[config.mk]
export PLATFORM = sky130hd
export DESIGN_NAME = fp_cond_cmp
export DESIGN_NICKNAME = d
export VERILOG_FILES = /design/src/rtl/fpcc_pkg.sv /design/src/rtl/fpcc_field.sv /design/src/rtl/fpcc_decode.sv /design/src/rtl/fpcc_order.sv /design/src/rtl/fpcc_cond.sv /design/src/rtl/fp_cond_cmp.sv
export SDC_FILE = /design/constraint.sdc
export NUM_CORES = 1
export LEC_CHECK = 0
export CAP_MARGIN = 20
export CORE_ASPECT_RATIO = 0.9
export CORE_MARGIN = 4
export CORE_UTILIZATION = 37
export CTS_CLUSTER_SIZE = 24
export DETAILED_ROUTE_END_ITERATION = 12
export MAX_ROUTING_LAYER = met4
export PLACE_DENSITY_LB_ADDON = 0.15
export SYNTH_ARGS = -nofsm -noshare
export SYNTH_HDL_FRONTEND = slang
export SYNTH_SLANG_ARGS = --single-unit
export TNS_END_PERCENT = 30
[constraint.sdc]
create_clock -name clk -period 4.3 [get_ports clk]
set_input_delay 0.645 -clock clk [delete_from_list [all_inputs] [get_ports clk]]
set_output_delay 0.645 -clock clk [all_outputs]
set_load 0.05 [all_outputs]
[src/rtl/fpcc_pkg.sv]
package fpcc_pkg;

    localparam int DATA_W = 64;
    localparam int MAG_W  = DATA_W - 1;

    localparam int HALF_EXP_W = 5;
    localparam int HALF_FRC_W = 10;
    localparam int SNGL_EXP_W = 8;
    localparam int SNGL_FRC_W = 23;
    localparam int DBL_EXP_W  = 11;
    localparam int DBL_FRC_W  = 52;
    localparam int NUM_FMT    = 3;

    typedef enum logic [1:0] {
        FMT_HALF   = 2'd0,
        FMT_SINGLE = 2'd1,
        FMT_DOUBLE = 2'd2,
        FMT_WIDE   = 2'd3
    } fmt_e;

    typedef enum logic [1:0] {
        ORD_LT = 2'd0,
        ORD_EQ = 2'd1,
        ORD_GT = 2'd2,
        ORD_UN = 2'd3
    } order_e;

    typedef struct packed {
        logic             sign;
        logic             is_nan;
        logic             is_zero;
        logic [MAG_W-1:0] mag;
    } opnd_t;

    function automatic int fmt_exp_w(int idx);
        case (idx)
            0:       return HALF_EXP_W;
            1:       return SNGL_EXP_W;
            default: return DBL_EXP_W;
        endcase
    endfunction

    function automatic int fmt_frc_w(int idx);
        case (idx)
            0:       return HALF_FRC_W;
            1:       return SNGL_FRC_W;
            default: return DBL_FRC_W;
        endcase
    endfunction

    function automatic logic [3:0] order_to_flags(order_e o);
        case (o)
            ORD_LT:  return 4'b1000;
            ORD_EQ:  return 4'b0110;
            ORD_GT:  return 4'b0010;
            default: return 4'b0011;
        endcase
    endfunction

endpackage

[src/rtl/fpcc_field.sv]
module fpcc_field
    import fpcc_pkg::*;
#(
    parameter int EXP_W = 11,
    parameter int FRC_W = 52
) (
    input  logic [EXP_W+FRC_W:0] bits,
    output opnd_t                opnd
);
    localparam int BODY_W = EXP_W + FRC_W;

    logic [EXP_W-1:0] exp_f;
    logic [FRC_W-1:0] frc_f;

    always_comb begin
        exp_f        = bits[BODY_W-1:FRC_W];
        frc_f        = bits[FRC_W-1:0];
        opnd.sign    = bits[BODY_W];
        opnd.is_nan  = (&exp_f) && (|frc_f);
        opnd.is_zero = ~|bits[BODY_W-1:0];
        opnd.mag     = MAG_W'(bits[BODY_W-1:0]);
    end
endmodule

[src/rtl/fpcc_decode.sv]
module fpcc_decode
    import fpcc_pkg::*;
(
    input  logic [1:0]        fmt,
    input  logic [DATA_W-1:0] raw,
    output opnd_t             opnd
);
    opnd_t per_fmt [NUM_FMT];

    for (genvar gi = 0; gi < NUM_FMT; gi++) begin : g_fmt
        localparam int EW = fmt_exp_w(gi);
        localparam int FW = fmt_frc_w(gi);
        fpcc_field #(.EXP_W(EW), .FRC_W(FW)) u_field (
            .bits (raw[EW+FW:0]),
            .opnd (per_fmt[gi])
        );
    end

    always_comb begin
        case (fmt_e'(fmt))
            FMT_HALF:   opnd = per_fmt[0];
            FMT_SINGLE: opnd = per_fmt[1];
            default:    opnd = per_fmt[2];
        endcase
    end
endmodule

[src/rtl/fpcc_order.sv]
module fpcc_order
    import fpcc_pkg::*;
(
    input  opnd_t  a,
    input  opnd_t  b,
    output order_e ord
);
    logic mag_lt;
    logic mag_eq;

    always_comb begin
        mag_lt = a.mag < b.mag;
        mag_eq = a.mag == b.mag;
        if (a.is_nan || b.is_nan) begin
            ord = ORD_UN;
        end else if (a.is_zero && b.is_zero) begin
            ord = ORD_EQ;
        end else if (a.sign != b.sign) begin
            ord = a.sign ? ORD_LT : ORD_GT;
        end else if (mag_eq) begin
            ord = ORD_EQ;
        end else if (a.sign) begin
            ord = mag_lt ? ORD_GT : ORD_LT;
        end else begin
            ord = mag_lt ? ORD_LT : ORD_GT;
        end
    end
endmodule

[src/rtl/fpcc_cond.sv]
module fpcc_cond (
    input  logic [3:0] cond,
    input  logic [3:0] flags,
    output logic       pass
);
    logic n_f, z_f, c_f, v_f;
    logic base;

    always_comb begin
        {n_f, z_f, c_f, v_f} = flags;
        case (cond[3:1])
            3'd0:    base = z_f;
            3'd1:    base = c_f;
            3'd2:    base = n_f;
            3'd3:    base = v_f;
            3'd4:    base = c_f && !z_f;
            3'd5:    base = (n_f == v_f);
            3'd6:    base = !z_f && (n_f == v_f);
            default: base = 1'b1;
        endcase
        if (cond[3:1] == 3'd7) begin
            pass = 1'b1;
        end else begin
            pass = cond[0] ? !base : base;
        end
    end
endmodule

[src/rtl/fp_cond_cmp.sv]
module fp_cond_cmp
    import fpcc_pkg::*;
(
    input  logic        clk,
    input  logic        rst,
    input  logic        in_valid,
    input  logic [1:0]  fmt,
    input  logic [63:0] op_a,
    input  logic [63:0] op_b,
    input  logic [3:0]  cond,
    input  logic [3:0]  cur_nzcv,
    input  logic [3:0]  imm_nzcv,
    output logic        out_valid,
    output logic [3:0]  out_nzcv,
    output logic        out_invalid
);
    opnd_t  opnd [2];
    order_e ord;
    logic   cond_ok;

    for (genvar gi = 0; gi < 2; gi++) begin : g_dec
        fpcc_decode u_dec (
            .fmt  (fmt),
            .raw  ((gi == 0) ? op_a : op_b),
            .opnd (opnd[gi])
        );
    end

    fpcc_order u_order (
        .a   (opnd[0]),
        .b   (opnd[1]),
        .ord (ord)
    );

    fpcc_cond u_cond (
        .cond  (cond),
        .flags (cur_nzcv),
        .pass  (cond_ok)
    );

    always_ff @(posedge clk) begin
        if (rst) begin
            out_valid   <= 1'b0;
            out_nzcv    <= 4'b0000;
            out_invalid <= 1'b0;
        end else begin
            out_valid <= in_valid;
            if (in_valid) begin
                out_nzcv    <= cond_ok ? order_to_flags(ord) : imm_nzcv;
                out_invalid <= cond_ok && (ord == ORD_UN);
            end else begin
                out_invalid <= 1'b0;
            end
        end
    end
endmodule

After elaboration in Yosys (flattened, before gate mapping)
Index checks and enable logic that the tools add are counted.
{ "classes": {"magnitude_cmp": 1, "eq_ne": 14, "muxes": 15, "bitwise": 1, "n_reduce_logical": 41} }
{ "op_table": {"columns": ["op", "n"], "rows": [
  ["case mux 66 bit (2 select lines)", 2],
  ["OR reduction 63 bit", 2],
  ["OR reduction 52 bit", 2],
  ["== test 63 bit", 1],
  ["< comparator 63 bit", 1],
  ["OR reduction 31 bit", 2],
  ["OR reduction 23 bit", 2],
  ["OR reduction 15 bit", 2],
  ["AND reduction 11 bit", 2],
  ["OR reduction 10 bit", 2],
  ["2-to-1 mux 2 bit", 8],
  ["AND reduction 8 bit", 2],
  ["== test 3 bit, second input constant", 4],
  ["case mux 4 bit (3 select lines)", 1],
  ["logical AND 1 bit", 10],
  ["AND reduction 5 bit", 2],
  ["logical NOT 1 bit", 8],
  ["case mux 1 bit (7 select lines)", 1],
  ["== test 3 x 2 -> 1 bit, second input constant", 2],
  ["== test 2 x 1 -> 1 bit, second input constant", 2],
  ["== test 2 bit, second input constant", 2],
  ["logical NOT 2 bit", 2],
  ["2-to-1 mux 4 bit", 1],
  ["== test 3 x 1 -> 1 bit, second input constant", 1],
  ["other kinds (7)", 8]
]} }
{ "totals": {"ff_bits": 6, "in_bits": 145, "out_inout_bits": 6, "word_cells": 75} }

Logic depth before layout (Yosys ltp)
Gate-level depths: netlist of run 1.
{ "logic_depth": {"word_depth": 13, "ltp_mapped": 14, "depth_no_buf": 11} }

By module
From an unflattened synthesis of run 1, not the netlist that was laid out.
{ "hier_totals": {"hier_cells": 1207, "hier_area_um2": 8458.1} }
{ "by_module_without_submodules": {"columns": ["module", "n_inst", "cells_each", "area_per_inst_um2", "seq_area_each_um2"], "rows": [
  ["fpcc_decode", 2, 220, 1425.1, 0.0],
  ["fpcc_order", 1, 235, 1662.8, 0.0],
  ["fpcc_field (g_dec[0].u_dec.g_fmt[2].u_field ...)", 2, 90, 651.9, 0.0],
  ["fpcc_field (g_dec[0].u_dec.g_fmt[1].u_field ...)", 2, 81, 586.8, 0.0],
  ["fpcc_field (g_dec[0].u_dec.g_fmt[0].u_field ...)", 2, 73, 539.3, 0.0],
  ["fp_cond_cmp", 1, 24, 247.7, 120.1],
  ["fpcc_cond", 1, 20, 141.4, 0.0]
]} }

Worst setup path before layout of run 1
Ideal clock, no wire load.
{ "synth_timing": {"kind": "in2reg", "start": "input fmt[1]", "end": "register out_nzcv[1]", "setup_time_ps": 82, "arrival_ps": 3436, "required_time_ps": 4218, "setup_slack_ps": 782, "path_stages": 14, "path_buffers": 3, "cell_sequence": "clkbuf_1 or2_2 dlymetal6s4s_1 clkbuf_1 and2_1 ha_1 a21oi_1 nor2_1 a211oi_1 o211ai_1 a221oi_1 a21boi_0 or4_1 o221ai_1"} }
{ "synth_between": {"elab_chain_cells": 12, "elab_cells_between_ends": 22, "classes_between": "order compare: 1; eq/ne: 5; mux: 12; reduce/logical: 4"} }
{ "synth_rtl": {"columns": ["element", "line", "source"], "rows": [
  ["start: declaration", "fp_cond_cmp.sv:7", "input logic [1:0] fmt,"],
  ["== test 2 x 1 -> 1 bit / logical NOT 2 bit (equally long branches)", "fpcc_decode.sv:20", "case (fmt_e'(fmt))"],
  ["case mux 66 bit (2 select lines)", "fpcc_decode.sv:20", null],
  ["< comparator 63 bit", "fpcc_order.sv:12", "mag_lt = a.mag < b.mag;"],
  ["2-to-1 mux 2 bit, on equally long branches", "fpcc_order.sv:25, fpcc_order.sv:23", null],
  ["2-to-1 mux 2 bit", "fpcc_order.sv:22", "end else if (a.sign) begin"],
  ["2-to-1 mux 2 bit", "fpcc_order.sv:20", "end else if (mag_eq) begin"],
  ["2-to-1 mux 2 bit", "fpcc_order.sv:18", "end else if (a.sign != b.sign) begin"],
  ["2-to-1 mux 2 bit", "fpcc_order.sv:16", "end else if (a.is_zero && b.is_zero) begin"],
  ["2-to-1 mux 2 bit *", "fpcc_order.sv:14", "if (a.is_nan || b.is_nan) begin"],
  ["== test 2 bit, or another cell as far along", "fpcc_pkg.sv:52", "case (o)"],
  ["case mux 4 bit (3 select lines) *", "fpcc_pkg.sv:52", null],
  ["2-to-1 mux 4 bit *", "fp_cond_cmp.sv:49", "out_nzcv <= cond_ok ? order_to_flags(ord) : imm_nzcv;"],
  ["end signal: assignment", "fp_cond_cmp.sv:49", null],
  ["end: declaration", "fp_cond_cmp.sv:14", "output logic [3:0] out_nzcv,"]
]} }
Mark *: on every way between the ends. The rest lies on a longest branch, timed or not.
A chain may end at the register's enable or synchronous reset.

Final worst setup path of run 1
{ "layout_timing": {"start": "input fmt[0]", "end": "register out_nzcv[3]"} }
Same word-level chain as after synthesis.

==> summary.txt, run 1 <==
ratio of final minimum period to clock period -> 0.8729
Sink Count -> 6
XOR/XNOR share of the synthesized area -> 0.005996
vias per inst -> 5.378
most frequent cells in the layout -> clkdlybuf4s50_1 (149), nand2_1 (79), ha_1 (63), and2_1 (49), a21oi_1 (29)
Clock Path Buffers -> 2
post-synthesis sequential area ratio -> 0.04111
# IOs -> 151
FILL cells -> 720
Die Height -> 92.30 um
crit-path max FO -> 33
Max H-tree Level -> 1
Final setup viols -> 0
Slew @ Worst Pin -> 0.7248 ns
Num CTS Buffers -> 3
yosys warns -> 0
critical path's largest stage delay -> 0.50 ns
Tightest Hold Check Type -> register to register
first-pass GRT wire length -> 16090 um
WP data arrival -> 3.83 ns
port buffer count -> 150
drt pass-1 iters -> 4
DRT iter0 DRCs -> 163
slowest CP cell -> or2_2
average size of a mapped cell -> 6.907 um2
synthesized area -> 0.002922 mm2
multiplexer share of the synthesized area -> 0.02955
diodes inserted -> 0
Final Routed Wirelength -> 9865 um
final hold vios -> 0
Die Wd -> 101.7 um
clock transition at the registers of the reported paths -> 0.04 ns
Reg power frac -> 0.112
switching power total -> 0.2120 mW
Setup crit start kind -> input pin
CTS tree -> done
post-layout util -> 0.5946
layout cells sized above 1 -> 0.03710
Final GP Congestion -> 0.8845
Post-synth top flop -> dfxtp_1
Clk network pwr share -> 0.156
Slew Viols, Final -> 0
area grow syn2layout -> 55.08%
status -> completed
Synth Register Bits -> 6
Crit. End Element -> register
Worst Clk Skew -> 0 ns
grt total ovfl -> 0
# DRC -> 0
Post-synth EDFFs -> 0
largest family of logic cells by synthesized area -> simple AND/OR/NAND/NOR gates
post-CTS sizing -> 0
GRT Util Overall -> 0.2093
antenna violations before repair -> 0
combinational power share -> 0.733
switching share of power -> 0.3817
Max Cap Viol -> 0
VDD IR-drop max -> 0.07720 mV
# hold bufs at CTS -> 0
R2R Setup Slk -> 3.60 ns
antenna viol nets, final -> 0
worst path cell trace -> clkdlybuf4s50_1 -> or2_2 -> and2_1 -> ha_1 -> a21oi_1 -> nor2_1 -> a211oi_1 -> o211ai_1 -> a221oi_1 -> a21boi_0 -> o31ai_1 -> a311oi_2
Nets -> 776
Synth Area in Simple Gates -> 0.4497
Post-Synth Adder-Cell Area -> 0.2698
Setup CP Type -> input pin to register
dpl hpwl -> 8690 um
setup TNS -> 0 ns
Distinct cells, synth -> 52
Core Region -> 0.007620 mm2
RSZ-0062 raised after global routing -> no
postcts setup bufs -> 0
commonest non-fill, non-tap cell in the layout -> clkdlybuf4s50_1
vias in the first global route -> 3447
latest clock arrival within the worst-skew pair -> 0.22 ns
Compound-Gate Fraction of Synth Area -> 0.1576
power per cell area -> 122.6 mW/mm2
root buffer cell -> clkbuf_8
die footprint -> 0.009384 mm2
Period minus WS final -> 3.753 ns
initial core utilization -> 0.3834
DR vias -> 3560
P_int -> 0.3435 mW
syn nets -> 631
Async SR Flop Fraction -> 0
Cell Rows -> 30
Lkg Pwr -> 1.867 nW
post-DR wirelength/cell -> 14.90 um
Max transition margin -> 0.5168
largest net degree at the start of global routing -> 42
Syn Inst Count -> 423
CP required -> 4.38 ns
FMAX -> 266.4 MHz
==> stage by stage <==
stage	area [um2]	total power, mW	setup WS [ns]	hold WS (ns)	instances
2_1_floorplan	2922	0.2588	0.7815	0.7050	423
3_3_place_gp	4489	0.4605	0.4183	0.4893	659
3_5_place_dp	4489	0.4674	0.3275	0.4981	659
4_1_cts	4531	0.5586	0.5460	0.5004	662
5_1_grt	4531	0.6101	0.2712	0.5491	662
6_report	4531	0.5555	0.5467	0.5008	662
==> synthesized netlist by cell type, types with 2 or more instances <==
library cell | number | area share
inv_1 | 19 | 0.024
ha_1 | 63 | 0.27
nand3_1 | 13 | 0.022
nor4_4 | 2 | 0.015
mux2_2 | 3 | 0.012
dfxtp_1 | 6 | 0.041
xor2_1 | 2 | 0.0060
nand4_1 | 24 | 0.051
a221oi_1 | 3 | 0.0090
nand2b_1 | 6 | 0.013
mux2i_1 | 3 | 0.010
nor3_1 | 9 | 0.015
a22oi_1 | 2 | 0.0051
or2_2 | 2 | 0.0043
a21o_1 | 2 | 0.0051
nor4_2 | 3 | 0.013
nor4_1 | 26 | 0.056
nand2_1 | 79 | 0.10
o31ai_1 | 5 | 0.013
o211ai_1 | 2 | 0.0051
o22ai_1 | 2 | 0.0043
a21oi_1 | 29 | 0.050
o21ai_0 | 14 | 0.024
nor2_1 | 16 | 0.021
and2_1 | 49 | 0.10
a211oi_1 | 2 | 0.0051
or4_1 | 3 | 0.0077
clkbuf_1 | 10 | 0.013
==> per-layer routing <==
metal / part of all wire / track usage
met1: 0.49 / 0.3023
met2: 0.44 / 0.3273
met3: 0.069 / 0.01732
met4: 0.0081 / 0.02436
met5: 0 / -
==> cell type report <==
class / count / area (um2) / share of cell area
inverter: 19 / 71.32 / 0.01574
clock buffer: 3 / 41.29 / 0.009113
sequential: 6 / 120.1 / 0.02651
tap: 96 / 120.1 / 0.02651
timing repair buffer: 152 / 1511 / 0.3336
multi-input combinational: 386 / 2666 / 0.5885
==> path summary, 6_finish.rpt <==
check	cells past startpoint	startpoint	end
worst max-delay path	12	fmt[0]	out_nzcv[3]
worst min-delay path	2	out_nzcv[2]	out_nzcv[2]
worst max register to register	2	out_nzcv[3]	out_nzcv[3]
worst min register to register	2	out_nzcv[2]	out_nzcv[2]
==> power groups by stage <==
stage	Combinational (mW)	Sequential, mW	Clock [mW]
after floorplan	0.183	0.0761	0
after global placement	0.398	0.0629	0
after detailed placement	0.405	0.0629	0
after CTS	0.408	0.0621	0.0885
after global routing	0.456	0.0623	0.0920
final	0.407	0.0621	0.0864
==> kinds of logic (layout without fill, tap and decap cells) <==
group / after synthesis / in the layout
buffers and inverters: 31 / 174
AND/OR/NAND/NOR: 241 / 241
XOR/XNOR: 2 / 2
adder cells (fa/ha/maj): 63 / 63
AO/OA/AOI/OAI: 73 / 73
multiplexers: 7 / 7
flip-flops: 6 / 6
==> critical path, delay by kind of cell <==
family / cells / cell delay (ns)
AOI/OAI and AO/OA: 7 / 1.62
adders and majority gates: 1 / 0.30
buffers and inverters: 1 / 0.44
and+or+nand+nor: 3 / 0.81
==> registers in the layout, summed over array words and instances, names as in the netlist <==
register and flops:
out_invalid 1, out_nzcv 4, out_valid 1
Note: power is estimated with default switching activity, not from simulation.
==> run 2: changes to the inputs <==
- CORE_MARGIN: 4 -> 1.5
==> summary.txt, run 2 (synthesis gave the netlist of run 1 again) <==
power per cell area -> 123.1 mW/mm2 (+0.37%)
CTS tree -> done
postcts setup bufs -> 0 (unchanged)
Die Wd -> 96.67 um (-4.9%)
diodes inserted -> 0 (unchanged)
Critical Path Start -> fmt[0]
layout cells sized above 1 -> 0.03880 (+0.001698)
vias per inst -> 5.471 (+1.7%)
most frequent cells in the layout -> clkdlybuf4s50_1 (149), nand2_1 (79), ha_1 (63), and2_1 (49), a21oi_1 (29)
Worst Clk Skew -> 0 ns (unchanged)
die footprint -> 0.008439 mm2 (-10%)
CP required -> 4.39 ns (about the same)
Post-Layout Cell Count -> 663 (+0.15%)
drt pass-1 iters -> 5 (+1)
dpl hpwl -> 8030 um (-7.6%)
Lkg Pwr -> 1.872 nW (+0.26%)
area grow syn2layout -> 55.33%
DR vias -> 3627 (+1.9%)
# IOs -> 151 (unchanged)
Setup crit start kind -> input pin
met2 routed WL -> 4080 um (-5.0%)
# DRC -> 0 (unchanged)
Max transition margin -> 0.5813 (+0.06443)
# hold bufs at CTS -> 0 (unchanged)
Cell Rows -> 30 (unchanged)
Final GP Congestion -> 0.9495 (+7.3%)
fin area -> 0.004538 mm2 (+0.17%)
FMAX -> 275.0 MHz (+3.2%)
antenna violations before repair -> 0 (unchanged)
Slew @ Worst Pin -> 0.6224 ns (-0.1024 ns)
Sink Count -> 6 (unchanged)
WP data arrival -> 3.72 ns (-0.11 ns)
latest clock arrival within the worst-skew pair -> 0.23 ns (about the same)
Cell Area, Placed -> 0.004497 mm2 (+0.17%)
worst reg2reg path startpoint -> out_nzcv[3]
first-pass GRT wire length -> 15430 um (-4.1%)
wl on met1 -> 4525 um (-5.9%)
Final Power -> 0.5585 mW (+0.53%)
Core Region -> 0.007582 mm2 (-0.49%)
hold path startpoint -> out_nzcv[2]
RSZ-0062 raised after global routing -> no
grt total ovfl -> 0 (unchanged)
Slew Viols, Final -> 0 (unchanged)
post-CTS sizing -> 0 (unchanged)
setup TNS -> 0 ns (unchanged)
met3 routed WL -> 597 um (-12%)
crit-path max FO -> 33 (unchanged)
Setup CP Type -> input pin to register
final hold vios -> 0 (unchanged)
Register Area -> 120.1 um2 (unchanged)
Final Routed Wirelength -> 9337 um (-5.4%)
post-DR wirelength/cell -> 14.08 um (-5.5%)
vias in the first global route -> 3451 (+0.12%)
FILL cells -> 682 (-5.3%)
post-layout util -> 0.5985 (+0.003934)
status -> completed
placed instance count -> 660 (+0.15%)
biggest regs -> out_nzcv (4), out_invalid (1), out_valid (1)
port buffer count -> 150 (unchanged)
Max H-tree Level -> 1 (unchanged)
clock transition at the registers of the reported paths -> 0.04 ns (about the same)
largest net degree at the start of global routing -> 41 (-2.4%)
Crit. End Element -> register
ratio of final minimum period to clock period -> 0.8457 (-0.02721)
Top reg by flops -> out_nzcv
antenna viol nets, final -> 0 (unchanged)
Num CTS Buffers -> 3 (unchanged)
Tightest Hold Check Type -> register to register
max reg flops -> 4 (unchanged)
Period minus WS final -> 3.636 ns (-0.1170 ns)
initial core utilization -> 0.3853 (+0.001898)
Max Cap Viol -> 0 (unchanged)
highest metal used -> met4
Final setup viols -> 0 (unchanged)
VDD IR-drop max -> 0.05760 mV (-25%)
Nets -> 777 (+0.13%)
Die Height -> 87.30 um (-5.4%)
DRT iter0 DRCs -> 108 (-34%)
root buffer cell -> clkbuf_8
commonest non-fill, non-tap cell in the layout -> clkdlybuf4s50_1
area of the multi-input gates -> 0.002666 mm2 (unchanged)
Clock Path Buffers -> 2 (unchanged)
GRT Util Overall -> 0.2200 (+0.01061)
[run 2: layer usage]
| metal | vias to the layer above | global-route usage |
|---|---|---|
| li1 | 1879 | - |
| met1 | 1585 | 0.2920 |
| met2 | 147 | 0.3643 |
| met3 | 16 | 0.02408 |
| met4 | 0 | 0.04348 |
| met5 | - | - |
[run 2: per-stage QoR]
stage / setup WS, ns / hold slack [ns]
final: 0.6636 / 0.4972
after global routing: 0.4722 / 0.5257
after floorplan: 0.7815 / 0.7050
after global placement: 0.4998 / 0.4969
after detailed placement: 0.4448 / 0.4976
after CTS: 0.6644 / 0.5028
[run 2: path summary, 6_finish.rpt]
| kind | to | slack (ns) | cells after the start |
|---|---|---|---|
| max | out_nzcv[3] | 0.66 | 12 |
| min | out_nzcv[2] | 0.50 | 2 |
| max reg2reg | out_nzcv[3] | 3.57 | 2 |
| min reg2reg | out_nzcv[2] | 0.50 | 2 |
[run 2: final cells by class]
cell class / count / area share
Clock buffer: 3 / 0.009098
Inverter: 19 / 0.01572
Multi-Input combinational cell: 386 / 0.5875
Sequential cell: 6 / 0.02647
Tap cell: 96 / 0.02647
Timing Repair Buffer: 153 / 0.3347
[run 2: power breakdown]
| group | switching [mW] | internal, mW | total [mW] |
|---|---|---|---|
| combinational | 0.183 | 0.224 | 0.407 |
| sequential | 0.00234 | 0.0599 | 0.0622 |
| clock | 0.0289 | 0.0606 | 0.0894 |
[run 2: worst max-delay path: stages]
cell             delay [ns]
clkdlybuf4s50_1        0.41
or2_2                  0.48
and2_1                 0.25
ha_1                   0.31
nand4_1                0.20
nor4_1                 0.39
nand2_1                0.08
o211ai_1               0.11
a221oi_1               0.12
o2111a_1               0.20
o31ai_1                0.37
a311oi_2               0.16
